==> src/rtl/drm_pkg.sv <==
package drm_pkg;
  localparam logic [3:0] CMD_MRD  = 4'b0110;
  localparam logic [3:0] CMD_MRDL = 4'b1110;
  localparam logic [3:0] CMD_MRDM = 4'b1100;

  function automatic logic is_mem_read(input logic [3:0] cmd);
    return (cmd == CMD_MRD) || (cmd == CMD_MRDL) || (cmd == CMD_MRDM);
  endfunction
endpackage

==> src/rtl/drm_lowest.sv <==
module drm_lowest #(
  parameter int N  = 4,
  parameter int IW = 2
) (
  input  logic [N-1:0]  vec,
  output logic          found,
  output logic [IW-1:0] idx
);
  always_comb begin
    found = |vec;
    idx   = '0;
    for (int i = N - 1; i >= 0; i--) begin
      if (vec[i]) idx = IW'(i);
    end
  end
endmodule

==> src/rtl/drm_table.sv <==
module drm_table #(
  parameter int N_ENT = 4,
  parameter int AW    = 32,
  parameter int IW    = 2
) (
  input  logic                      clk,
  input  logic                      rst,
  input  logic                      alloc_en,
  input  logic [IW-1:0]             alloc_idx,
  input  logic [AW-1:0]             alloc_addr,
  input  logic [3:0]                alloc_cmd,
  input  logic                      retire_en,
  input  logic [IW-1:0]             retire_idx,
  input  logic [N_ENT-1:0]          rdy_set,
  output logic [N_ENT-1:0]          ent_valid,
  output logic [N_ENT-1:0]          ent_rdy,
  output logic [N_ENT-1:0][AW-1:0]  ent_addr,
  output logic [N_ENT-1:0][3:0]     ent_cmd
);
  logic [AW-1:0] addr_mem [N_ENT];
  logic [3:0]    cmd_mem  [N_ENT];

  always_ff @(posedge clk) begin
    if (alloc_en) begin
      addr_mem[alloc_idx] <= alloc_addr;
      cmd_mem[alloc_idx]  <= alloc_cmd;
    end
  end

  for (genvar g = 0; g < N_ENT; g++) begin : g_ent
    always_ff @(posedge clk) begin
      if (rst) begin
        ent_valid[g] <= 1'b0;
        ent_rdy[g]   <= 1'b0;
      end else if (alloc_en && alloc_idx == IW'(g)) begin
        ent_valid[g] <= 1'b1;
        ent_rdy[g]   <= 1'b0;
      end else if (retire_en && retire_idx == IW'(g)) begin
        ent_valid[g] <= 1'b0;
        ent_rdy[g]   <= 1'b0;
      end else if (rdy_set[g] && ent_valid[g]) begin
        ent_rdy[g]   <= 1'b1;
      end
    end
    assign ent_addr[g] = addr_mem[g];
    assign ent_cmd[g]  = cmd_mem[g];
  end
endmodule

==> src/rtl/drm_compare.sv <==
module drm_compare #(
  parameter int N_ENT = 4,
  parameter int AW    = 32
) (
  input  logic [AW-1:0]             req_addr,
  input  logic [3:0]                req_cmd,
  input  logic                      alias_en,
  input  logic [N_ENT-1:0]          ent_valid,
  input  logic [N_ENT-1:0][AW-1:0]  ent_addr,
  input  logic [N_ENT-1:0][3:0]     ent_cmd,
  output logic [N_ENT-1:0]          match
);
  for (genvar g = 0; g < N_ENT; g++) begin : g_cmp
    logic addr_eq, cmd_eq;
    assign addr_eq  = (ent_addr[g] == req_addr);
    assign cmd_eq   = (ent_cmd[g] == req_cmd);
    assign match[g] = ent_valid[g] && addr_eq && (alias_en || cmd_eq);
  end
endmodule

==> src/rtl/drm_matcher.sv <==
module drm_matcher #(
  parameter int N_ENT = 4,
  parameter int AW    = 32,
  localparam int IW   = (N_ENT > 1) ? $clog2(N_ENT) : 1
) (
  input  logic             clk,
  input  logic             rst,
  input  logic             req_valid,
  input  logic [AW-1:0]    req_addr,
  input  logic [3:0]       req_cmd,
  input  logic             alias_en,
  input  logic [N_ENT-1:0] cpl_rdy,
  output logic             rsp_valid,
  output logic             rsp_hit,
  output logic             rsp_retire,
  output logic             rsp_enq,
  output logic             rsp_retry,
  output logic [IW-1:0]    rsp_idx
);
  logic [N_ENT-1:0]         ent_valid, ent_rdy, match;
  logic [N_ENT-1:0][AW-1:0] ent_addr;
  logic [N_ENT-1:0][3:0]    ent_cmd;
  logic                     hit_any, free_any;
  logic [IW-1:0]            hit_idx, free_idx;
  logic                     is_rd, do_retire, do_wait, do_alloc, do_full;

  assign is_rd = req_valid && drm_pkg::is_mem_read(req_cmd);

  drm_compare #(.N_ENT(N_ENT), .AW(AW)) u_cmp (
    .req_addr (req_addr),
    .req_cmd  (req_cmd),
    .alias_en (alias_en),
    .ent_valid(ent_valid),
    .ent_addr (ent_addr),
    .ent_cmd  (ent_cmd),
    .match    (match)
  );

  drm_lowest #(.N(N_ENT), .IW(IW)) u_hit_pick (
    .vec  (match),
    .found(hit_any),
    .idx  (hit_idx)
  );

  drm_lowest #(.N(N_ENT), .IW(IW)) u_free_pick (
    .vec  (~ent_valid),
    .found(free_any),
    .idx  (free_idx)
  );

  assign do_retire = is_rd && hit_any && ent_rdy[hit_idx];
  assign do_wait   = is_rd && hit_any && !ent_rdy[hit_idx];
  assign do_alloc  = is_rd && !hit_any && free_any;
  assign do_full   = is_rd && !hit_any && !free_any;

  drm_table #(.N_ENT(N_ENT), .AW(AW), .IW(IW)) u_tbl (
    .clk       (clk),
    .rst       (rst),
    .alloc_en  (do_alloc),
    .alloc_idx (free_idx),
    .alloc_addr(req_addr),
    .alloc_cmd (req_cmd),
    .retire_en (do_retire),
    .retire_idx(hit_idx),
    .rdy_set   (cpl_rdy),
    .ent_valid (ent_valid),
    .ent_rdy   (ent_rdy),
    .ent_addr  (ent_addr),
    .ent_cmd   (ent_cmd)
  );

  always_ff @(posedge clk) begin
    if (rst) begin
      rsp_valid  <= 1'b0;
      rsp_hit    <= 1'b0;
      rsp_retire <= 1'b0;
      rsp_enq    <= 1'b0;
      rsp_retry  <= 1'b0;
      rsp_idx    <= '0;
    end else begin
      rsp_valid  <= req_valid;
      rsp_hit    <= do_retire;
      rsp_retire <= do_retire;
      rsp_enq    <= do_alloc;
      rsp_retry  <= do_wait || do_full;
      if (do_retire || do_wait) rsp_idx <= hit_idx;
      else if (do_alloc)        rsp_idx <= free_idx;
      else                      rsp_idx <= '0;
    end
  end
endmodule

==> config.mk <==
export PLATFORM = sky130hd
export DESIGN_NAME = drm_matcher
export DESIGN_NICKNAME = d
export VERILOG_FILES = /design/src/rtl/drm_pkg.sv /design/src/rtl/drm_lowest.sv /design/src/rtl/drm_table.sv /design/src/rtl/drm_compare.sv /design/src/rtl/drm_matcher.sv
export SDC_FILE = /design/constraint.sdc
export NUM_CORES = 1
export LEC_CHECK = 0
export BUFFER_PORTS_ARGS = -buffer_cell sky130_fd_sc_hd__clkbuf_2
export CORE_MARGIN = 10
export CORE_UTILIZATION = 52
export CTS_CLUSTER_SIZE = 24
export DETAILED_ROUTE_END_ITERATION = 10
export PLACE_DENSITY = 0.73
export SETUP_SLACK_MARGIN = 0.15
export SLEW_MARGIN = 15
export SYNTH_ARGS = -nofsm -noshare
export SYNTH_HDL_FRONTEND = slang
export SYNTH_SLANG_ARGS = --single-unit
==> constraint.sdc <==
create_clock -name clk -period 4.6 [get_ports clk]
set_input_delay 0.46 -clock clk [delete_from_list [all_inputs] [get_ports clk]]
set_output_delay 0.46 -clock clk [all_outputs]
set_load 0.005 [all_outputs]
==> reports/metrics.cfg, run 1 <==
[run_status]
outcome=finished clean

[routing]
wl_per_cell_um=19.9
first_pass_iters=5
vias_per_cell=5.42
dr.first_iter.drc_count=221
totalWireLength_mm=13.6
drtAntennaViolNets=0
drc=0
via_count=3694

[clocking]
cts_made_buffers=17
cts_hold_buf=0
cts_max_path_buffers=2
root_buffer=clkbuf_16
clkSinkCount=158
htreeDepth=4
clock_latency_ns=0.42
postCtsSetupBuffers=0
cts_repair_resize_count=0
cts_tree=done
clk_pin_slew_ns=0.06

[sta]
final_hold_viol_count=0
fin_ws_ns=1.75
post-route-min-period_ns=2.85
timing.final.setup_violations=0
max_slew.worst_pin.slew_ns=0.775
rsz0062_at_grt=no
setup-tns-final_ns=0
max_clock_freq_ghz=0.351
relSlewSlack_pct=48.2
finalCritPeriodShare_pct=61.9
fin_skew_ns=0.00744
drv_slew=0

[synthesis]
synthFlopType=edfxtp_1
synth_cell_types=48
netlist_area_um2=6920
synth-edff-count=144
syn_inst=451
synth_fp_nets=495
ys_seq_area_share_pct=66.6
synth_seq_cells=158
ys_warn_count=0
syn-mean-instance-area_um2=15.3
synthArstFlopShare_pct=0

[power]
p_leak_uw=0.00247
power_density_nw_per_um2=394
max-vdd-ir-drop_mv=0.321

[cells_and_area]
syn2layout_area_growth_pct=12.5
insertedDiodeCount=0
finalInstanceArea_um2=7780
utilization_pct=59.2
nets=537
drive_gt1_share_pct=20.6

[floorplan]
io-pin-count=51
core-area_um2=13100
die_h_um=135
start_util_pct=52.6
fp-row-count=42
die_area_um2=18300
dieWidth_um=135

[global_route]
grt_pass1_wl_mm=21.5
grt_overflow=0
track_usage_pct=15.6
grt_pass1_vias=3849
antenna_found_initial=0
grt_max_degree=37

[flow_run]
maxCapViolCount=0

[setup_path]
path_buf_inv=1
crit_family=simple AND/OR/NAND/NOR gates
worstSetupPathType=reg2reg
worst_setup_path_start_kind=flip-flop
path_cells=xnor2_1 -> a41oi_1 -> nor4_1 -> nand3_1 -> nand3_2 -> nor2_4 -> buf_4
crit_path_end_kind=flip-flop
path_max_fanout=26
required_ns=4.72
cpMaxStageDelayCell=nor2_4
worst_path_largest_cell_delay_ns=0.68
cp.arrival_ns=2.97

[placed_design]
place_area_um2=7220
hpwlAfterDp_mm=9.32
pre_cts_ws_ns=1.41
port_buffers=50
gp_congestion=0.887

[min_path]
hold_class=in2reg

[area by class of cell]
type | count | area, µm²
clock buffers | 19 | 433
flip-flops and latches | 158 | 4600
fillers | 1007 | 5360
multi-input cells | 256 | 2090
clock inverters | 12 | 123
inverters | 6 | 22.5
repair buffers | 54 | 280
well taps | 176 | 220
[sequential cells by signal, summed over array words and instances, names as in the netlist]
register	cells
u_tbl.addr_mem	128
u_tbl.cmd_mem	16
u_tbl.ent_valid	4
rsp_retry	1
rsp_idx	2
rsp_enq	1
u_tbl.ent_rdy	4
rsp_retire	1
rsp_valid	1
[cells in the mapped netlist (all sizes together), types with 2 or more instances]
| cell type | number | area share [%] |
|---|---|---|
| edfxtp | 144 | 63 |
| xnor2 | 126 | 17 |
| buf | 28 | 2.9 |
| nand4 | 28 | 2.7 |
| xor2 | 18 | 2.3 |
| dfxtp | 14 | 4.1 |
| nor3 | 10 | 0.72 |
| nor4 | 10 | 1.3 |
| nand3 | 8 | 0.65 |
| nor2 | 7 | 0.38 |
| nand2 | 6 | 0.33 |
| o21ai | 6 | 0.43 |
| a21oi | 5 | 0.36 |
| inv | 5 | 0.27 |
| a21boi | 3 | 0.33 |
| a41oi | 3 | 0.49 |
| and3 | 3 | 0.34 |
| clkbuf | 3 | 0.18 |
| a21o | 2 | 0.22 |
| nor3b | 2 | 0.29 |
| o2111ai | 2 | 0.43 |
| o311a | 2 | 0.29 |
| o31ai | 2 | 0.22 |
[layout by cell type, fill, tap and decap left out, types with 2 or more instances in the layout]
| cell | n |
|---|---|
| buf_4 | 4 |
| o311a_1 | 2 |
| inv_1 | 5 |
| o2111ai_2 | 2 |
| nand4_2 | 2 |
| nor4_1 | 7 |
| clkbuf_2 | 50 |
| a41oi_1 | 2 |
| nor4_2 | 2 |
| and3_1 | 2 |
| dfxtp_1 | 14 |
| clkinv_1 | 3 |
| xnor2_2 | 6 |
| edfxtp_1 | 144 |
| a21o_1 | 2 |
| nor2_1 | 6 |
| nor3_1 | 7 |
| nand2_1 | 6 |
| nor3_2 | 3 |
| clkbuf_1 | 2 |
| clkinvlp_4 | 3 |
| nand3_1 | 7 |
| o31ai_1 | 2 |
| nand4_1 | 26 |
| o21ai_0 | 6 |
| bufinv_16 | 2 |
| a21boi_1 | 3 |
| clkinv_2 | 3 |
| clkinv_4 | 2 |
| clkbuf_16 | 17 |
| xnor2_1 | 120 |
| a21oi_1 | 5 |
| xor2_1 | 18 |
[metal layers]
metal  wire length (µm)  vias to the layer above  GRT usage (%)
li1                   -                     1725              -
met2               6520                      127           23.8
met4                260                        0           7.18
met1               5780                     1824           19.7
met5                  0                        -              0
met3               1020                       18           5.42
[logic make-up (layout without fill, tap and decap cells)]
logic type | after synthesis | count (layout) | synth area share [%]
buffers and inverters | 37 | 91 | 3.46
AO/OA/AOI/OAI | 31 | 31 | 3.53
XOR/XNOR | 144 | 144 | 18.9
flip-flops | 158 | 158 | 66.6
multiplexers | 2 | 2 | 0.308
AND/OR/NAND/NOR | 79 | 79 | 7.24
[metrics by stage]
| step | power [µW] | hold WS [ns] | std cells |
|---|---|---|---|
| after CTS | 3100 | 0.268 | 681 |
| after global placement | 1780 | 0.507 | 650 |
| after floorplan | 1730 | 0.476 | 451 |
| final | 3070 | 0.279 | 681 |
| after detailed placement | 1780 | 0.516 | 650 |
| after global routing | 3180 | 0.296 | 681 |
[final timing paths]
check                      startpoint                     to  slack [ns]  depth (start not counted)
setup / recovery  u_tbl.cmd_mem[2][2]  u_tbl.addr_mem[0][17]        1.75                          7
hold / removal              req_valid              rsp_valid        0.28                          2
setup reg to reg  u_tbl.cmd_mem[2][2]  u_tbl.addr_mem[0][17]        1.75                          7
hold reg to reg      u_tbl.ent_rdy[0]       u_tbl.ent_rdy[0]        0.53                          2
[report_power, final]
part / total, µW / switching, µW / internal (µW) / leakage, µW
clock: 1320 / 528 / 788 / 0.000264
combinational: 168 / 101 / 66.3 / 0.000796
sequential: 1580 / 5.48 / 1580 / 0.00141
total: 3070 / 635 / 2430 / 0.00247
Note: power is estimated with default switching activity, not from simulation.
==> run 2, diff against run 1 <==
==> constraint.sdc (replaced) <==
create_clock -name clk -period 2.5 [get_ports clk]
set_input_delay 0.25 -clock clk [delete_from_list [all_inputs] [get_ports clk]]
set_output_delay 0.25 -clock clk [all_outputs]
set_load 0.005 [all_outputs]
==> run 2 against run 1 <==
Utilization rose by 7.9 points. Flip-flop and latch count stayed put. Hold slack got worse by 0.22 ns. Sequential share of layout area decreased by 7.0 points. Die area did not move. Power is 85% higher. Clock skew barely moved. Fmax grew 19%. Via count increased by 10%. Cell count grew 13%. Global-route usage increased by 1.8 points. Critical path type unchanged.
==> reports/metrics.cfg, run 2 (synthesis results as in run 1) <==
[cells_and_area]
utilization_pct=67.1  ; +7.9 points
mostFrequentLayoutCell=edfxtp_1
regMostFlops=u_tbl.addr_mem
top_regs=u_tbl.addr_mem: 128 flops, u_tbl.cmd_mem: 16 flops
stdcell_count=770  ; +13%
syn2layout_area_growth_pct=27.4
insertedDiodeCount=0  ; unchanged
final_cell_mix=144 x edfxtp_1, 113 x xnor2_1, 70 x buf_4
largest_register_ffs=128  ; unchanged
nets=625  ; +16%
drive_gt1_share_pct=34.5  ; +14 points

[clocking]
htreeDepth=4  ; unchanged
clock_latency_ns=0.42  ; about the same
clk_pin_slew_ns=0.06  ; about the same
root_buffer=clkbuf_16
clkSinkCount=158  ; unchanged
cts_tree=done
cts_made_buffers=17  ; unchanged
cts_max_path_buffers=2  ; unchanged

[power]
pwr-share-clk_pct=41.2  ; -1.7 points
p_int_uw=4440  ; +83%
power.share.switching_pct=21.6  ; +0.86 points
max-vdd-ir-drop_mv=0.495  ; +54%
power_frac_comb_pct=7.4  ; +1.9 points
p_seq_share_pct=51.4  ; -0.2 points
power_density_nw_per_um2=643  ; +63%
power.switching_uw=1220  ; +92%
p_leak_uw=0.00302  ; +22%

[sta]
relSlewSlack_pct=52.3  ; +4.1 points
fin_skew_ns=0.00787  ; +0.000430 ns
max_slew.worst_pin.slew_ns=0.709  ; -0.0658 ns
timing.final.setup_violations=0  ; unchanged
rsz0062_at_grt=yes
final_hold_viol_count=0  ; unchanged
post-route-min-period_ns=2.39  ; -0.458 ns
finalCritPeriodShare_pct=95.5  ; +34 points
setup-tns-final_ns=0  ; unchanged
drv_slew=0  ; unchanged
max_clock_freq_ghz=0.419  ; +19%

[routing]
dr.first_iter.drc_count=279  ; +26%
dr_wl_met2_mm=7.88  ; +21%
routed.top_layer=met4
drc=0  ; unchanged
m1WireLength_mm=6.59  ; +14%
wl_met3_um=752  ; -26%
vias_per_cell=5.28  ; -2.7%
drtAntennaViolNets=0  ; unchanged
first_pass_iters=5  ; unchanged
totalWireLength_mm=15.5  ; +14%
wl_per_cell_um=20.1  ; +1.1%
via_count=4062  ; +10%

[min_path]
whs_path_depth=2  ; unchanged
hold_class=in2reg
hold_path.startpoint=req_valid
whs_endpoint=rsp_valid

[placed_design]
hpwlAfterDp_mm=10.7  ; +14%
place_inst=725  ; +12%
gp_congestion=0.886  ; -0.15%
port_buffers=50  ; unchanged

[floorplan]
io-pin-count=51  ; unchanged
dieWidth_um=135  ; unchanged
core-area_um2=13100  ; unchanged
start_util_pct=52.6  ; unchanged
die_area_um2=18300  ; unchanged
fp-row-count=42  ; unchanged
die_h_um=135  ; unchanged

[global_route]
grt_pass1_vias=4210  ; +9.4%
track_usage_pct=17.5  ; +1.8 points
grt_overflow=0  ; unchanged
grt_pass1_wl_mm=24.0  ; +12%
grt_max_degree=20  ; -46%
antenna_found_initial=0  ; unchanged

[run_status]
outcome=finished clean

[setup_path]
worst_setup_path_start_kind=flip-flop
worstRegToRegCells=11  ; +4
worstSetupPathType=reg2reg
path_max_fanout=10  ; -62%
rrSetupSlack_ns=0.11  ; -1.64 ns
r2r-end=u_tbl.addr_mem[3][9]
required_ns=2.69  ; -2.03 ns
crit_path_end_kind=flip-flop
r2r_start=u_tbl.addr_mem[1][14]
cp.arrival_ns=2.57  ; -0.40 ns

[flow_run]
maxCapViolCount=0  ; unchanged

==> run 2: area by class of cell <==
class | count | area, µm²
fill | 904 | 4330
clock buffer | 17 | 425
inverter | 6 | 22.5
sequential | 158 | 4600
timing repair buffer | 141 | 1190
clock inverter | 15 | 105
multi-input combinational | 257 | 2250
tap | 176 | 220
==> run 2: worst max-delay path: stages, from the launching register on <==
cell       delay, ns
edfxtp_1        0.38
xnor2_1         0.29
nand4_1         0.16
nor4_2          0.27
buf_4           0.17
o2111ai_4       0.11
and3_4          0.23
nand3_4         0.06
buf_6           0.13
nor3_4          0.05
buf_12          0.15
buf_16          0.15
==> run 2: how the worst max path moves through the flow <==
stage / start / to / slack (ns) / cells past startpoint
after floorplan: req_cmd[2] / u_tbl.addr_mem[3][0] / -0.20 / 8
after CTS: u_tbl.addr_mem[1][4] / u_tbl.addr_mem[2][1] / 0.09 / 11
after detailed placement: u_tbl.addr_mem[1][4] / u_tbl.addr_mem[0][13] / -0.07 / 8
final: u_tbl.addr_mem[1][14] / u_tbl.addr_mem[3][9] / 0.11 / 11
after global routing: u_tbl.addr_mem[1][7] / u_tbl.addr_mem[2][24] / 0.01 / 11
after global placement: req_addr[23] / rsp_retire / -0.004 / 10
==> run 2: power groups by stage <==
stage	Sequential (µW)	Clock (µW)	Combinational, µW
final	2910	2330	421
after global routing	2910	2460	451
after CTS	2910	2370	409
after detailed placement	2970	0	397
after global placement	2970	0	388
after floorplan	2970	0	211
==> run 2: per-stage QoR <==
step	hold slack [ns]	area (µm²)	total power (µW)	worst slack [ns]
final	0.0607	8810	5670	0.111
after global routing	0.0775	8810	5830	0.0116
after CTS	0.0474	8570	5700	0.0884
after detailed placement	0.492	7920	3370	-0.0715
after global placement	0.486	7920	3360	-0.00399
after floorplan	0.349	6960	3180	-0.202
==> run 2: per-layer routing <==
| metal | global-route usage, % | up-vias |
|---|---|---|
| li1 | - | 1911 |
| met1 | 21.9 | 2015 |
| met2 | 29.0 | 116 |
| met3 | 4.30 | 20 |
| met4 | 5.92 | 0 |
| met5 | 0 | - |
==> run 2: what timing repair did <==
item | CTS | global route
pin swaps | 1 | 8
gates cloned | 2 | 3
gates resized for setup | 9 | 18
setup endpoints to repair | 147 | 152
setup buffers | 4 | 4
hold buffers | 0 | 0
==> run 3, diff against run 2 <==
--- a/config.mk
+++ b/config.mk
@@ -5,12 +5,13 @@
 export SDC_FILE = /design/constraint.sdc
 export NUM_CORES = 1
 export LEC_CHECK = 0
+export ABC_AREA = 1
 export BUFFER_PORTS_ARGS = -buffer_cell sky130_fd_sc_hd__clkbuf_2
 export CORE_MARGIN = 10
 export CORE_UTILIZATION = 52
 export CTS_CLUSTER_SIZE = 24
 export DETAILED_ROUTE_END_ITERATION = 10
-export PLACE_DENSITY = 0.73
+export PLACE_DENSITY = 0.72
 export SETUP_SLACK_MARGIN = 0.15
 export SLEW_MARGIN = 15
 export SYNTH_ARGS = -nofsm -noshare
==> run 3 against run 2 <==
Non-clock buffer count shrank 7. Clock skew grew 0.0044 ns. Worst setup slack lost 0.094 ns. Routed wire length grew 87%. Area after synthesis grew 27%. Die area grew 23%. Power grew 4.7%. Utilization shrank 0.52 points. Fmax shrank 3.8%. Via count grew 95%. Critical endpoint is now u_tbl.addr_mem[0][8]. Global-route usage grew 6.9 points.
==> reports/metrics.cfg, run 3 <==
[floorplan]
io-pin-count=51  ; unchanged
die_h_um=150  ; +11%
dieWidth_um=150  ; +11%
fp-row-count=47  ; +12%
start_util_pct=53.0  ; +0.39 points
die_area_um2=22500  ; +23%
core-area_um2=16600  ; +26%

[cells_and_area]
drive_gt1_share_pct=21.9  ; -13 points
final_cell_mix=408 x nand2_1, 167 x inv_1, 144 x edfxtp_1
top_regs=u_tbl.addr_mem: 128 flops, u_tbl.cmd_mem: 16 flops
syn2layout_area_growth_pct=25.5
mostFrequentLayoutCell=nand2_1
nets=1308  ; +110%
largest_register_ffs=128  ; unchanged
stdcell_count=1497  ; +94%
nFillCells=1366  ; +51%
regMostFlops=u_tbl.addr_mem
insertedDiodeCount=0  ; unchanged

[power]
power_density_nw_per_um2=537  ; -16%
total_power_uw=5930  ; +4.7%
p_leak_uw=0.00512  ; +70%
max-vdd-ir-drop_mv=0.503  ; +1.6%

[global_route]
track_usage_pct=24.3  ; +6.9 points
grt_pass1_wl_mm=41.0  ; +71%
grt_overflow=0  ; unchanged
antenna_found_initial=0  ; unchanged
grt_pass1_vias=7301  ; +73%
grt_max_degree=21  ; +5.0%

[sta]
finalCritPeriodShare_pct=99.3  ; +3.7 points
max_slew.worst_pin.slew_ns=0.568  ; -0.140 ns
post-route-min-period_ns=2.48  ; +0.0936 ns
timing.final.setup_violations=0  ; unchanged
fin_skew_ns=0.0123  ; +0.00442 ns
final_hold_viol_count=0  ; unchanged
drv_slew=0  ; unchanged
relSlewSlack_pct=61.7  ; +9.4 points
max_clock_freq_ghz=0.403  ; -3.8%
rsz0062_at_grt=yes

[clocking]
cts_made_buffers=17  ; unchanged
clkSinkCount=158  ; unchanged
root_buffer=clkbuf_16
clock_latency_ns=0.44  ; +0.02 ns
cts_max_path_buffers=2  ; unchanged
clk_pin_slew_ns=0.06  ; about the same
cts_tree=done
htreeDepth=4  ; unchanged

[flow_run]
maxCapViolCount=0  ; unchanged

[placed_design]
place_inst=1435  ; +98%
hpwlAfterDp_mm=20.9  ; +96%
port_buffers=50  ; unchanged
gp_congestion=1.02  ; +15%

[setup_path]
rrSetupSlack_ns=0.02  ; -0.09 ns
crit_start=u_tbl.addr_mem[1][7]
worst_setup_path_start_kind=flip-flop
cpMaxStageDelayCell=edfxtp_1
cp.arrival_ns=2.63  ; +0.06 ns
crit_path_end_kind=flip-flop
path_cells=inv_2 -> nand2_4 -> nand2_2 -> inv_2 -> nand2_2 -> nor2_2 -> nand2_1 -> nor2_2 -> nand3_2 -> nand2_4 -> nor2_4 -> buf_6 -> nand3b_4 -> nor2_4 -> nand2_2 -> clkinvlp_4 -> buf_12 -> clkbuf_16
r2r_start=u_tbl.addr_mem[1][7]
path_max_fanout=6  ; -4
worstRegToRegCells=18  ; +7
worst_path_largest_cell_delay_ns=0.45  ; +0.07 ns
worstSetupPathType=reg2reg
required_ns=2.65  ; -0.04 ns
cp_common_cell=nand2_2

[synthesis]
synth_common_cells=424 x nand2_1, 175 x inv_1, 144 x edfxtp_1
synth-edff-count=144  ; unchanged
synthFlopType=edfxtp_1
ys_warn_count=0  ; unchanged
syn_inst=1118  ; +150%
synth_cell_types=34  ; -29%
yosysMostFrequentCell=nand2_1
yosys.area.top_type_share_pct=49.2  ; -13 points
synthArstFlopShare_pct=0  ; unchanged
synth.top_cells.by_area=edfxtp_1 49%, nand2_1 18%, inv_1 7.5%
syn-mean-instance-area_um2=7.87  ; -49%
ys_seq_area_share_pct=52.4  ; -14 points
synth_fp_nets=1162  ; +130%
netlist_area_um2=8790  ; +27%
yosysTopAreaCell=edfxtp_1
synth_seq_cells=158  ; unchanged

[min_path]
hold_class=in2reg
hold_path.startpoint=req_addr[1]
whs_path_depth=1  ; -1

[routing]
via_count=7938  ; +95%
vias_per_cell=5.30  ; +0.52%
first_pass_iters=6  ; +1
drc=0  ; unchanged
dr.first_iter.drc_count=991  ; +260%
wl_per_cell_um=19.4  ; -3.8%
totalWireLength_mm=29.0  ; +87%
drtAntennaViolNets=0  ; unchanged

[run_status]
outcome=finished clean

## run 3: changes by cell type after synthesis, moves of 13 or more
cell	previous run	this run
nand3_1	7	30
nand2_2	0	13
xnor2_1	120	24
nor2_1	7	127
nand2_1	6	424
buf_2	16	3
inv_1	5	175
inv_2	0	27
o21ai_0	6	19
## run 3: final timing paths
kind,end
max reg2reg,u_tbl.addr_mem[0][8]
min reg2reg,u_tbl.ent_valid[1]
max,u_tbl.addr_mem[0][8]
min,u_tbl.addr_mem[1][1]
## run 3: power breakdown
group	switching [µW]	total, µW	internal, µW
combinational	380	585	205
sequential	11.1	2910	2900
clock	1140	2430	1290
total	1540	5930	4390
## run 3: stage by stage
| stage | instance area [µm²] | hold WS, ns | util (%) | setup TNS [ns] | worst slack, ns |
|---|---|---|---|---|---|
| final | 11000 | 0.0530 | 66.6 | 0 | 0.0177 |
| after global routing | 11000 | 0.0562 | 66.6 | -3.28 | -0.0768 |
| after CTS | 10500 | 0.0497 | 63.1 | 0 | 0.121 |
| after detailed placement | 9810 | 0.491 | 59.2 | -8.56 | -0.120 |
| after global placement | 9810 | 0.482 | 59.2 | -10.29 | -0.131 |
| after floorplan | 8810 | 0.320 | - | 0 | 0.108 |
## run 3: cell families (layout without fill, tap and decap cells)
family / after synthesis / after routing / share of synthesized area [%]
AND/OR/NAND/NOR: 671 / 671 / 32.4
buffers and inverters: 213 / 372 / 9.26
flip-flops: 158 / 158 / 52.4
AO/OA/AOI/OAI: 43 / 43 / 2.63
XOR/XNOR: 33 / 33 / 3.37
## run 3: area by class of cell
class | count | area [µm²] | share of cell area, %
tap | 220 | 275 | 2.49
timing repair buffer | 134 | 1270 | 11.5
multi-input combinational | 747 | 3560 | 32.3
sequential | 158 | 4600 | 41.7
clock buffer | 18 | 429 | 3.89
clock inverter | 14 | 110 | 0.998
inverter | 206 | 788 | 7.14
## run 3: repair_timing
item                       in CTS  in global routing
setup endpoints to repair     127                154
buffers inserted                4                 11
hold buffers                    0                  0
gates resized for setup        13                 49
cloned                          1                 14
pin swaps                       4                 24
## run 3: critical path: cells and delay by family (launching register included)
family	cells	cell delay, ns
buf+inv	6	0.72
flops	1	0.45
simple gates	12	1.01
## run 3: per-layer routing
metal	GRT usage [%]	share of wire [%]	vias to the layer above
met3	3.93	9.3	59
met1	33.8	42	3629
met2	37.0	45	457
li1	-	-	3793
met4	10.4	4.0	0
met5	0	0	-
